### src/rtl/cpk_pkg.sv
package cpk_pkg;
    typedef enum logic [1:0] {
        ST_IDLE = 2'd0,
        ST_RUN  = 2'd1,
        ST_DONE = 2'd2
    } cpk_state_e;
endpackage

### src/rtl/cpk_reduce.sv
module cpk_reduce #(
    parameter int FIELD_W = 4
) (
    input  logic [FIELD_W-1:0] fld,
    input  logic [FIELD_W-1:0] sel_mask,
    input  logic [FIELD_W-1:0] want,
    input  logic               any_mode,
    output logic               res
);
    logic [FIELD_W-1:0] hit;

    for (genvar k = 0; k < FIELD_W; k++) begin : g_hit
        assign hit[k] = sel_mask[k] & ~(want[k] ^ fld[k]);
    end

    always_comb begin
        if (any_mode) res = |hit;
        else          res = &hit;
    end
endmodule

### src/rtl/cpk_ctrl.sv
module cpk_ctrl
    import cpk_pkg::*;
#(
    parameter int MAX_VL  = 64,
    parameter int FIDX_W  = 7,
    parameter int RIDX_W  = 7,
    parameter int FIELD_W = 4,
    localparam int VL_W   = $clog2(MAX_VL + 1)
) (
    input  logic               clk,
    input  logic               rst_n,
    input  logic               start,
    input  logic [VL_W-1:0]    vl,
    input  logic [FIDX_W-1:0]  src_base,
    input  logic               src_vec,
    input  logic [RIDX_W-1:0]  dst_base,
    input  logic               dst_vec,
    input  logic [1:0]         pack_code,
    input  logic [FIELD_W-1:0] sel_mask,
    input  logic [FIELD_W-1:0] want,
    input  logic               any_mode,
    output cpk_state_e         state,
    output logic               accept,
    output logic               run,
    output logic               busy,
    output logic               done,
    output logic               elem_last,
    output logic [VL_W-1:0]    elem_idx,
    output logic [VL_W-1:0]    vl_q,
    output logic [FIDX_W-1:0]  src_base_q,
    output logic               src_vec_q,
    output logic [RIDX_W-1:0]  dst_base_q,
    output logic               dst_vec_q,
    output logic [1:0]         code_q,
    output logic [FIELD_W-1:0] mask_q,
    output logic [FIELD_W-1:0] want_q,
    output logic               any_q
);
    cpk_state_e state_nx;
    logic       vl_ok;

    assign vl_ok  = (vl != '0) && (vl <= VL_W'(MAX_VL));
    assign accept = (state == ST_IDLE) && start && vl_ok;

    // state register
    always_ff @(posedge clk or negedge rst_n) begin
        if (!rst_n) state <= ST_IDLE;
        else        state <= state_nx;
    end

    // transitions
    always_comb begin
        state_nx = state;
        unique case (state)
            ST_IDLE: if (accept)    state_nx = ST_RUN;
            ST_RUN:  if (elem_last) state_nx = ST_DONE;
            ST_DONE:                state_nx = ST_IDLE;
            default:                state_nx = ST_IDLE;
        endcase
    end

    // outputs
    always_comb begin
        run       = 1'b0;
        busy      = 1'b0;
        done      = 1'b0;
        elem_last = 1'b0;
        unique case (state)
            ST_IDLE: ;
            ST_RUN: begin
                run       = 1'b1;
                busy      = 1'b1;
                elem_last = (elem_idx == vl_q - VL_W'(1));
            end
            ST_DONE: begin
                busy = 1'b1;
                done = 1'b1;
            end
            default: ;
        endcase
    end

    // job parameters captured on acceptance
    always_ff @(posedge clk or negedge rst_n) begin
        if (!rst_n) begin
            vl_q       <= '0;
            src_base_q <= '0;
            src_vec_q  <= 1'b0;
            dst_base_q <= '0;
            dst_vec_q  <= 1'b0;
            code_q     <= '0;
            mask_q     <= '0;
            want_q     <= '0;
            any_q      <= 1'b0;
        end else if (accept) begin
            vl_q       <= vl;
            src_base_q <= src_base;
            src_vec_q  <= src_vec;
            dst_base_q <= dst_base;
            dst_vec_q  <= dst_vec;
            code_q     <= pack_code;
            mask_q     <= sel_mask;
            want_q     <= want;
            any_q      <= any_mode;
        end
    end

    // element counter
    always_ff @(posedge clk or negedge rst_n) begin
        if (!rst_n)      elem_idx <= '0;
        else if (accept) elem_idx <= '0;
        else if (run)    elem_idx <= elem_idx + VL_W'(1);
    end
endmodule

### src/rtl/cpk_packer.sv
module cpk_packer #(
    parameter int XLEN   = 64,
    parameter int RIDX_W = 7,
    parameter int MAX_VL = 64,
    localparam int VL_W   = $clog2(MAX_VL + 1),
    localparam int SLOT_W = $clog2(XLEN),
    localparam int BYTES  = XLEN / 8
) (
    input  logic              clk,
    input  logic              rst_n,
    input  logic              clear,
    input  logic              run,
    input  logic              elem_last,
    input  logic [VL_W-1:0]   elem_idx,
    input  logic              res,
    input  logic              dst_vec,
    input  logic [1:0]        code,
    input  logic [RIDX_W-1:0] dst_base,
    input  logic [VL_W-1:0]   vl,
    input  logic [XLEN-1:0]   rd_data,
    output logic [RIDX_W-1:0] rd_idx,
    output logic              wr_en,
    output logic [RIDX_W-1:0] wr_idx,
    output logic [XLEN-1:0]   wr_data,
    output logic [BYTES-1:0]  wr_be
);
    logic [XLEN-1:0]   acc;
    logic [XLEN-1:0]   merged;
    logic [XLEN-1:0]   low_bits;
    logic [SLOT_W-1:0] pmask;
    logic [SLOT_W-1:0] slot;
    logic              full;
    logic              flush;

    assign pmask  = SLOT_W'((32'd1 << code) - 32'd1);
    assign slot   = dst_vec ? (elem_idx[SLOT_W-1:0] & pmask) : elem_idx[SLOT_W-1:0];
    assign full   = dst_vec && (slot == pmask);
    assign flush  = elem_last || full;
    assign merged = acc | (XLEN'(res) << slot);

    always_comb begin
        if (vl >= VL_W'(XLEN)) low_bits = '1;
        else                   low_bits = (XLEN'(1) << vl) - XLEN'(1);
    end

    assign rd_idx  = dst_base;
    assign wr_en   = run && flush;
    assign wr_idx  = dst_base + (dst_vec ? RIDX_W'(elem_idx >> code) : '0);
    assign wr_data = dst_vec ? merged : ((rd_data & ~low_bits) | merged);

    for (genvar b = 0; b < BYTES; b++) begin : g_be
        assign wr_be[b] = dst_vec || (vl > VL_W'(8 * b));
    end

    always_ff @(posedge clk or negedge rst_n) begin
        if (!rst_n)     acc <= '0;
        else if (clear) acc <= '0;
        else if (run)   acc <= flush ? '0 : merged;
    end
endmodule

### src/rtl/cond_pack_engine.sv
module cond_pack_engine
    import cpk_pkg::*;
#(
    parameter int XLEN    = 64,
    parameter int FIELD_W = 4,
    parameter int FIDX_W  = 7,
    parameter int RIDX_W  = 7,
    parameter int MAX_VL  = 64,
    localparam int VL_W   = $clog2(MAX_VL + 1),
    localparam int BYTES  = XLEN / 8
) (
    input  logic               clk,
    input  logic               rst_n,
    input  logic               start,
    input  logic [VL_W-1:0]    vl,
    input  logic [FIDX_W-1:0]  src_base,
    input  logic               src_vec,
    input  logic [RIDX_W-1:0]  dst_base,
    input  logic               dst_vec,
    input  logic [1:0]         pack_code,
    input  logic [FIELD_W-1:0] sel_mask,
    input  logic [FIELD_W-1:0] want,
    input  logic               any_mode,
    output logic [FIDX_W-1:0]  fld_rd_idx,
    input  logic [FIELD_W-1:0] fld_rd_data,
    output logic [RIDX_W-1:0]  reg_rd_idx,
    input  logic [XLEN-1:0]    reg_rd_data,
    output logic               reg_wr_en,
    output logic [RIDX_W-1:0]  reg_wr_idx,
    output logic [XLEN-1:0]    reg_wr_data,
    output logic [BYTES-1:0]   reg_wr_be,
    output logic               busy,
    output logic               done
);
    cpk_state_e         state;
    logic               accept;
    logic               run;
    logic               elem_last;
    logic [VL_W-1:0]    elem_idx;
    logic [VL_W-1:0]    vl_q;
    logic [FIDX_W-1:0]  src_base_q;
    logic               src_vec_q;
    logic [RIDX_W-1:0]  dst_base_q;
    logic               dst_vec_q;
    logic [1:0]         code_q;
    logic [FIELD_W-1:0] mask_q;
    logic [FIELD_W-1:0] want_q;
    logic               any_q;
    logic               elem_res;

    cpk_ctrl #(
        .MAX_VL (MAX_VL),
        .FIDX_W (FIDX_W),
        .RIDX_W (RIDX_W),
        .FIELD_W(FIELD_W)
    ) u_ctrl (
        .clk       (clk),
        .rst_n     (rst_n),
        .start     (start),
        .vl        (vl),
        .src_base  (src_base),
        .src_vec   (src_vec),
        .dst_base  (dst_base),
        .dst_vec   (dst_vec),
        .pack_code (pack_code),
        .sel_mask  (sel_mask),
        .want      (want),
        .any_mode  (any_mode),
        .state     (state),
        .accept    (accept),
        .run       (run),
        .busy      (busy),
        .done      (done),
        .elem_last (elem_last),
        .elem_idx  (elem_idx),
        .vl_q      (vl_q),
        .src_base_q(src_base_q),
        .src_vec_q (src_vec_q),
        .dst_base_q(dst_base_q),
        .dst_vec_q (dst_vec_q),
        .code_q    (code_q),
        .mask_q    (mask_q),
        .want_q    (want_q),
        .any_q     (any_q)
    );

    assign fld_rd_idx = src_base_q + (src_vec_q ? FIDX_W'(elem_idx) : '0);

    cpk_reduce #(.FIELD_W(FIELD_W)) u_reduce (
        .fld     (fld_rd_data),
        .sel_mask(mask_q),
        .want    (want_q),
        .any_mode(any_q),
        .res     (elem_res)
    );

    cpk_packer #(
        .XLEN  (XLEN),
        .RIDX_W(RIDX_W),
        .MAX_VL(MAX_VL)
    ) u_packer (
        .clk      (clk),
        .rst_n    (rst_n),
        .clear    (accept),
        .run      (run),
        .elem_last(elem_last),
        .elem_idx (elem_idx),
        .res      (elem_res),
        .dst_vec  (dst_vec_q),
        .code     (code_q),
        .dst_base (dst_base_q),
        .vl       (vl_q),
        .rd_data  (reg_rd_data),
        .rd_idx   (reg_rd_idx),
        .wr_en    (reg_wr_en),
        .wr_idx   (reg_wr_idx),
        .wr_data  (reg_wr_data),
        .wr_be    (reg_wr_be)
    );
endmodule

### config.mk
export PLATFORM = sky130hd
export DESIGN_NAME = cond_pack_engine
export DESIGN_NICKNAME = d
export VERILOG_FILES = /design/src/rtl/cpk_pkg.sv /design/src/rtl/cpk_reduce.sv /design/src/rtl/cpk_ctrl.sv /design/src/rtl/cpk_packer.sv /design/src/rtl/cond_pack_engine.sv
export SDC_FILE = /design/constraint.sdc
export NUM_CORES = 1
export LEC_CHECK = 0
export BUFFER_PORTS_ARGS = -buffer_cell sky130_fd_sc_hd__buf_2
export CAP_MARGIN = 30
export CORE_MARGIN = 2
export CORE_UTILIZATION = 50
export CTS_CLUSTER_SIZE = 28
export DETAILED_ROUTE_END_ITERATION = 6
export PLACE_DENSITY_LB_ADDON = 0.2
export SYNTH_ARGS = -nofsm -noshare
export SYNTH_HDL_FRONTEND = slang
export SYNTH_SLANG_ARGS = --single-unit
### constraint.sdc
create_clock -name clk -period 8 [get_ports clk]
set_clock_uncertainty 0.05 [all_clocks]
set_input_delay 0 -clock clk [delete_from_list [all_inputs] [get_ports clk]]
set_output_delay 0 -clock clk [all_outputs]
set_load 0.05 [all_outputs]
Word level (Yosys, flattened, before mapping). Index checks and enable logic that the tools add are counted.

Register bits: 107. Word-level logic and storage cells: 94.

$add $sub $neg: 6. Order comparisons: 10. Equality and inequality tests: 6. Shift operators: 4. Muxes and demuxes: 18. Bitwise logic cells: 17. Reduce and logical (&&, ||, !) cells: 21.

Operators by type and width (number): 64-bit 2-to-1 mux (5); 64-bit bitwise OR (2); 64-bit AND (1); 64-bit inverter (1); 1-bit by 6-bit left shift with 64-bit output (1); 1-bit by 7-bit left shift with 64-bit output, first input constant (1); 64-bit by 2-bit subtractor with 64-bit output, second input constant (1); 7-bit by 6-bit greater-than comparator with 1-bit output, second input constant (4); 7-bit 2-to-1 mux (4); 7-bit adder (2); 7-bit by 5-bit greater-than comparator with 1-bit output, second input constant (2); 1-bit logical OR (9); 7-bit by 1-bit adder with 7-bit output, second input constant (1); 7-bit == test (1); 7-bit greater-or-equal comparator, second input constant (1); 7-bit by 1-bit greater-than comparator with 1-bit output, second input constant (1); 7-bit by 4-bit greater-than comparator with 1-bit output, second input constant (1); 7-bit <= comparator, second input constant (1); 7-bit nonzero test (1); 7-bit by 2-bit >> shifter with 7-bit output (1); 7-bit by 1-bit subtractor with 7-bit output, second input constant (1); 6-bit AND (1); 6-bit == test (1); 6-bit 2-to-1 mux (1); other kinds (19) (37).

Longest topological paths before layout.
Word-level depth: 10. Depth in mapped cells: 14.

Modules after synthesis. Synthesis repeated with hierarchy kept, for this count alone.

Cells, all modules: 983. Area, all modules: 7719.9 µm².

Modules (own cells, without submodules): cpk_packer (times used 1, cells an instance 712, area each 5306.3 µm²); cpk_ctrl (times used 1, cells an instance 219, area each 2035.7 µm²); cond_pack_engine (times used 1, cells an instance 40, area each 301.5 µm²); cpk_reduce (times used 1, cells an instance 12, area each 76.3 µm²).

Worst setup path after synthesis. Ideal clock, no wire load.

Path type: reg-to-output. Start point: register u_ctrl.vl_q[0]. End point: output port reg_wr_data[46]. Arrival: 3.615 ns. Data required time: 7.950 ns. Slack: 4.335 ns. Stages on the path, launching flop included: 14. Cell sequence: dfrtp_1 inv_1 ha_1 buf_6 nand2b_1 nor2_1 nand2_1 ha_1 o21ai_1 nor3_2 nand3_1 o311ai_0 nand2_1 o21ai_0.

Longest elaborated chain between the ends: 7. Elaborated cells on any way between the ends: 8.

Ends and longest elaborated chain: start: declaration (line cpk_ctrl.sv:29) `output logic [VL_W-1:0] vl_q,`; start signal: assignment (line cpk_ctrl.sv:96) `vl_q <= vl;`; 1-bit by 7-bit left shift with 64-bit output (line cpk_packer.sv:43) `else low_bits = (XLEN'(1) << vl) - XLEN'(1);`; 64-bit by 2-bit subtractor with 64-bit output (line cpk_packer.sv:43); 64-bit 2-to-1 mux (*) (line cpk_packer.sv:42) `if (vl >= VL_W'(XLEN)) low_bits = '1;`; 64-bit inverter (*) (line cpk_packer.sv:49) `assign wr_data = dst_vec ? merged : ((rd_data & ~low_bits) | merged);`; 64-bit AND (*) (line cpk_packer.sv:49); 64-bit bitwise OR (*) (line cpk_packer.sv:49); 64-bit 2-to-1 mux (*) (line cpk_packer.sv:49); end: declaration (line cond_pack_engine.sv:30) `output logic [XLEN-1:0] reg_wr_data,`.

Every way passes the cells marked *; elsewhere a longest branch is shown, timed or not.

Final worst setup path.
Start point: register u_ctrl.vl_q[0]. End point: output port reg_wr_data[36].

The elaborated chain is that of the path after synthesis.

==> results.txt <==
* Type of origin of the critical path: register
- Flop and latch count out of synthesis: about 110
- CTS saw 107 sinks.
- Buffer type at the clock tree root: sky130_fd_sc_hd__clkbuf_16
* Setup slack on the worst flop-to-flop path: between 4 and 5 ns
- At the worst endpoint, the arrival time is between 4 and 5 ns.
- Ratio of final minimum period to clock period: 0.593
- Detailed placement HPWL: ~24000 um
* Sequential standard cell area: approximately 0.0027 mm^2
* CTS clk-pin slew, worst paths: around 0.08 ns
* Final worst path period need: ~4.7 ns
* Most used flip-flop cell after synthesis: sky130_fd_sc_hd__dfrtp_1
* Upper clock frequency limit: 211 MHz
- TritonCTS clock tree: built
- I/O pin total: 201
* Worst path slowest cell: sky130_fd_sc_hd__nor3_2
* CTS max path bufs: 2
- GRT Resource Usage Total: 0.374
* Post-synthesis area per instance: just under 8 um^2
- Peak VDD IR: between 300 and 400 uV
- STA puts the critical path data required time at a little under 8 ns.
* Tightest Pin Transition: between 1 and 1.5 ns
- Adder and majority gate portion of the synthesized area: 0.0390
- Number of antenna repair diodes: 0
- Post-CTS Setup Repair Bufs: 0
- Across all layers, the routed design uses between 9000 and 10000 vias.
* Critical path, cell by cell: inv_1, ha_1, buf_4, nand2b_1, nor2_1, nand2_1, ha_1, o21ai_1, nor3_2, nand4_1, nor2_1, mux2i_1, o21ai_0, buf_2
- The count of endpoints failing hold in the final timing report is 0.
* Post-Synth Simple-Gate Area: 0.253
- Post-Synthesis Net Count: between 1000 and 1500
- Final core utilization: 0.621
* Number of violations of the max-capacitance limit: 0
- At the later pin of the worst-skew pair, clock insertion delay measures 0.36 ns.
- Via count of the first global-routing pass: just under 9000
- Worst Path Class, Setup: register to output pin
* Die outline area: approximately 0.018 mm^2
- Library cell occupying the most area in the post-synthesis netlist: sky130_fd_sc_hd__dfrtp_1
* Number of detailed-routing iterations run before antenna repair: 6
* Mean routed wirelength per cell: about 23 um
- In this run the vertical extent of the chip is about 130 um.
* Type of the most critical hold path: input port to async pin
- Yosys mapped a number of flops with a built-in enable equal to 0.
- After the last flow step, the layout net total stands at 1394.
- Setup tns final: 0 ns
- Largest cells by area after synthesis: sky130_fd_sc_hd__dfrtp_1 (32%), sky130_fd_sc_hd__a21oi_1 (7.6%), sky130_fd_sc_hd__nand2_1 (5.8%)
- For this run, asynchronously set or reset flops after synthesis account for 1.00.
- Synthesis handed over a netlist of 1072 instances.
* Number of CTS-inserted buffers: 9
- In the final layout, the multi-input gates occupy 0.00536 mm^2.
- Critical path peak fanout: 27
- Largest stage delay on the critical path: around 0.7 ns
- Total power per unit cell area: approximately 490 mW/mm^2
- Remaining routing DRC violations: 0
- The area growth from synthesis to layout is 21.9%.
- In this run, distinct cell masters in the synthesized netlist total about 80.
- The final count of pins violating max slew was 0.
* Outcome: completed
* Core Footprint: ~0.017 mm^2
* First-iteration detailed-routing DRC count: between 1000 and 1500
- Count of input and output buffers: 200
- Setup repair after global routing left no endpoint under its margin.
- The total overflow left after global routing is 0.
- After floorplanning, the core was divided into between 40 and 50 placement rows.
- The initial antenna violation count was 0.
- H-tree level count: 3
* Final count of negative-setup-slack endpoints: 0
- After filler insertion, the fill cell instance count of the layout stands at roughly 1500.
* Average via count per standard cell: between 6 and 7
* Global-route wire length before repair: between 50000 and 60000 um
* Share of post-route cells with drive strength above 1: 0.239
* Post-synthesis mux area share: 0.0549
- Leakage: 0.00487 uW
- Effective utilization at floorplan: 0.509
- Headroom to the max-slew limit came out at 0.326.
* Post-detailed-route count of antenna-violating nets: 0
- During synthesis, Yosys emitted a total of 0 warnings.
* Largest family of logic cells by synthesized area: simple AND/OR/NAND/NOR gates
- The share of synthesized area in the top cell type comes to 0.318.
* Wire length reported by the detailed router: approximately 34000 um
* Chip Width: 134 um
- Maximum number of pins on one net before global-route repair: 71
- The worst setup path is captured at an output pin.
- Synth Area in Compound Gates: 0.217
- The cell area that synthesis handed to floorplanning was between 0.008 and 0.009 mm^2.
* GPL Wtd Cong: approximately 1.0
- Sequential area share after synthesis: 0.318
* Xor and xnor fraction of the mapped netlist area: 0.0656
metal layers:
| metal | share of wire | vias to the layer above | global-route usage |
|---|---|---|---|
| met5 | 0 | - | 0 |
| met4 | 0.036 | 0 | 0.124 |
| met3 | 0.10 | 87 | 0.0833 |
| met2 | 0.45 | 616 | 0.572 |
| met1 | 0.41 | 4523 | 0.525 |
| li1 | - | 4202 | - |
worst max-delay path: cells and delay by family, from the launching register on:
family / cells / cell delay (ns)
AOI/OAI and AO/OA: 2 / 0.35
adders and majority gates: 2 / 0.37
muxes: 1 / 0.44
and+or+nand+nor: 6 / 2.05
buffers and inverters: 3 / 0.61
DFF: 1 / 0.48
repair_timing:
item / 4_1_cts / 5_1_grt
setup endpoints to repair: 0 / 0
hold buffers: 35 / 0
resized for setup: 0 / 0
hold endpoints to repair: 78 / 0
worst paths after layout:
| kind | from | endpoint | cells after the start |
|---|---|---|---|
| max | u_ctrl.vl_q[0]$_DFFE_PN0P_ | reg_wr_data[36] | 14 |
| max reg2reg | u_ctrl.vl_q[3]$_DFFE_PN0P_ | u_packer.acc[26]$_DFFE_PN0P_ | 9 |
| min reg2reg | u_packer.acc[0]$_DFFE_PN0P_ | u_packer.acc[0]$_DFFE_PN0P_ | 2 |
| max in group asynchronous | rst_n | u_packer.acc[62]$_DFFE_PN0P_ | 3 |
| min in group clk | reg_rd_data[17] | reg_wr_data[17] | 4 |
| min | rst_n | u_ctrl.mask_q[1]$_DFFE_PN0P_ | 2 |
synth_stat cells, types with 6 or more instances:
cell type,count
sky130_fd_sc_hd__nand2_1,130
sky130_fd_sc_hd__a21oi_1,127
sky130_fd_sc_hd__nor2_1,124
sky130_fd_sc_hd__dfrtp_1,107
sky130_fd_sc_hd__clkbuf_1,52
sky130_fd_sc_hd__o21ai_0,52
sky130_fd_sc_hd__xnor2_1,42
sky130_fd_sc_hd__nand3_1,35
sky130_fd_sc_hd__nor3_1,35
sky130_fd_sc_hd__inv_1,29
sky130_fd_sc_hd__mux2_2,28
sky130_fd_sc_hd__ha_1,23
sky130_fd_sc_hd__xor2_1,21
sky130_fd_sc_hd__and2_1,16
sky130_fd_sc_hd__buf_2,15
sky130_fd_sc_hd__nand2b_1,15
sky130_fd_sc_hd__a31oi_1,13
sky130_fd_sc_hd__buf_1,11
sky130_fd_sc_hd__o211ai_1,11
sky130_fd_sc_hd__nand4_1,10
sky130_fd_sc_hd__mux2i_1,9
sky130_fd_sc_hd__nor4_1,9
sky130_fd_sc_hd__a21o_1,8
sky130_fd_sc_hd__a211oi_1,7
sky130_fd_sc_hd__and3_1,7
sky130_fd_sc_hd__or3_1,7
sky130_fd_sc_hd__or2_2,6
cell families (layout without fill, tap and decap cells):
kind of cell             Yosys count  count (layout)
buffers and inverters            109             306
AO/OA/AOI/OAI                    292             292
XOR/XNOR                          63              63
flip-flops                       107             107
multiplexers                      40              40
adder cells (fa/ha/maj)           25              25
AND/OR/NAND/NOR                  436             436
final cells by class:
cell class	count	area share
tap	220	0.0268
multi-input combinational	856	0.522
clock buffer	10	0.0233
inverter	29	0.0106
clock inverter	6	0.00549
timing repair buffer	261	0.150
sequential	107	0.261
flip-flops by register name, indices dropped and copies added, names as in the netlist:
register and cells:
u_packer.acc 64, u_ctrl.dst_base_q 7, u_ctrl.elem_idx 7, u_ctrl.src_base_q 7
u_ctrl.vl_q 7, u_ctrl.mask_q 4, u_ctrl.want_q 4, u_ctrl.code_q 2
u_ctrl.state 2, u_ctrl.any_q 1, u_ctrl.dst_vec_q 1, u_ctrl.src_vec_q 1
through the flow:
step           hold slack, ns  cell area, um^2  cells  setup WS [ns]  power [uW]
2_1_floorplan          -0.346             8410   1072           4.33        3480
3_3_place_gp          -0.0144             9600   1435           3.81        4430
3_5_place_dp         -0.00521             9610   1438           3.86        4410
4_1_cts                 0.150            10300   1489           3.47        4890
5_1_grt                 0.186            10300   1489           3.12        5220
6_report                0.131            10300   1489           3.26        4980
cells in the final DEF, fill, tap and decap left out, types with 5 or more instances in the layout:
master	n
sky130_fd_sc_hd__buf_2	202
sky130_fd_sc_hd__nand2_1	130
sky130_fd_sc_hd__a21oi_1	127
sky130_fd_sc_hd__nor2_1	123
sky130_fd_sc_hd__dfrtp_1	107
sky130_fd_sc_hd__o21ai_0	52
sky130_fd_sc_hd__xnor2_1	42
sky130_fd_sc_hd__nand3_1	35
sky130_fd_sc_hd__nor3_1	35
sky130_fd_sc_hd__dlygate4sd3_1	35
sky130_fd_sc_hd__inv_1	29
sky130_fd_sc_hd__mux2_2	28
sky130_fd_sc_hd__buf_4	24
sky130_fd_sc_hd__ha_1	23
sky130_fd_sc_hd__xor2_1	21
sky130_fd_sc_hd__and2_1	16
sky130_fd_sc_hd__nand2b_1	15
sky130_fd_sc_hd__a31oi_1	13
sky130_fd_sc_hd__o211ai_1	11
sky130_fd_sc_hd__nand4_1	10
sky130_fd_sc_hd__mux2i_1	9
sky130_fd_sc_hd__clkbuf_16	9
sky130_fd_sc_hd__a21o_1	8
sky130_fd_sc_hd__or2_2	7
sky130_fd_sc_hd__or3_1	7
sky130_fd_sc_hd__a211oi_1	7
sky130_fd_sc_hd__and3_1	6
sky130_fd_sc_hd__nor4b_2	6
sky130_fd_sc_hd__o21bai_1	5
sky130_fd_sc_hd__o22ai_1	5
sky130_fd_sc_hd__nand3b_1	5
sky130_fd_sc_hd__nor4_1	5
sky130_fd_sc_hd__a311o_1	5
sky130_fd_sc_hd__o311ai_0	5
sky130_fd_sc_hd__a211o_1	5
where the power goes:
group | total [uW] | internal [uW] | switching (uW)
clock | 444 | 226 | 218
sequential | 865 | 654 | 211
combinational | 3680 | 1040 | 2630
(Power assumes the default switching activity.)
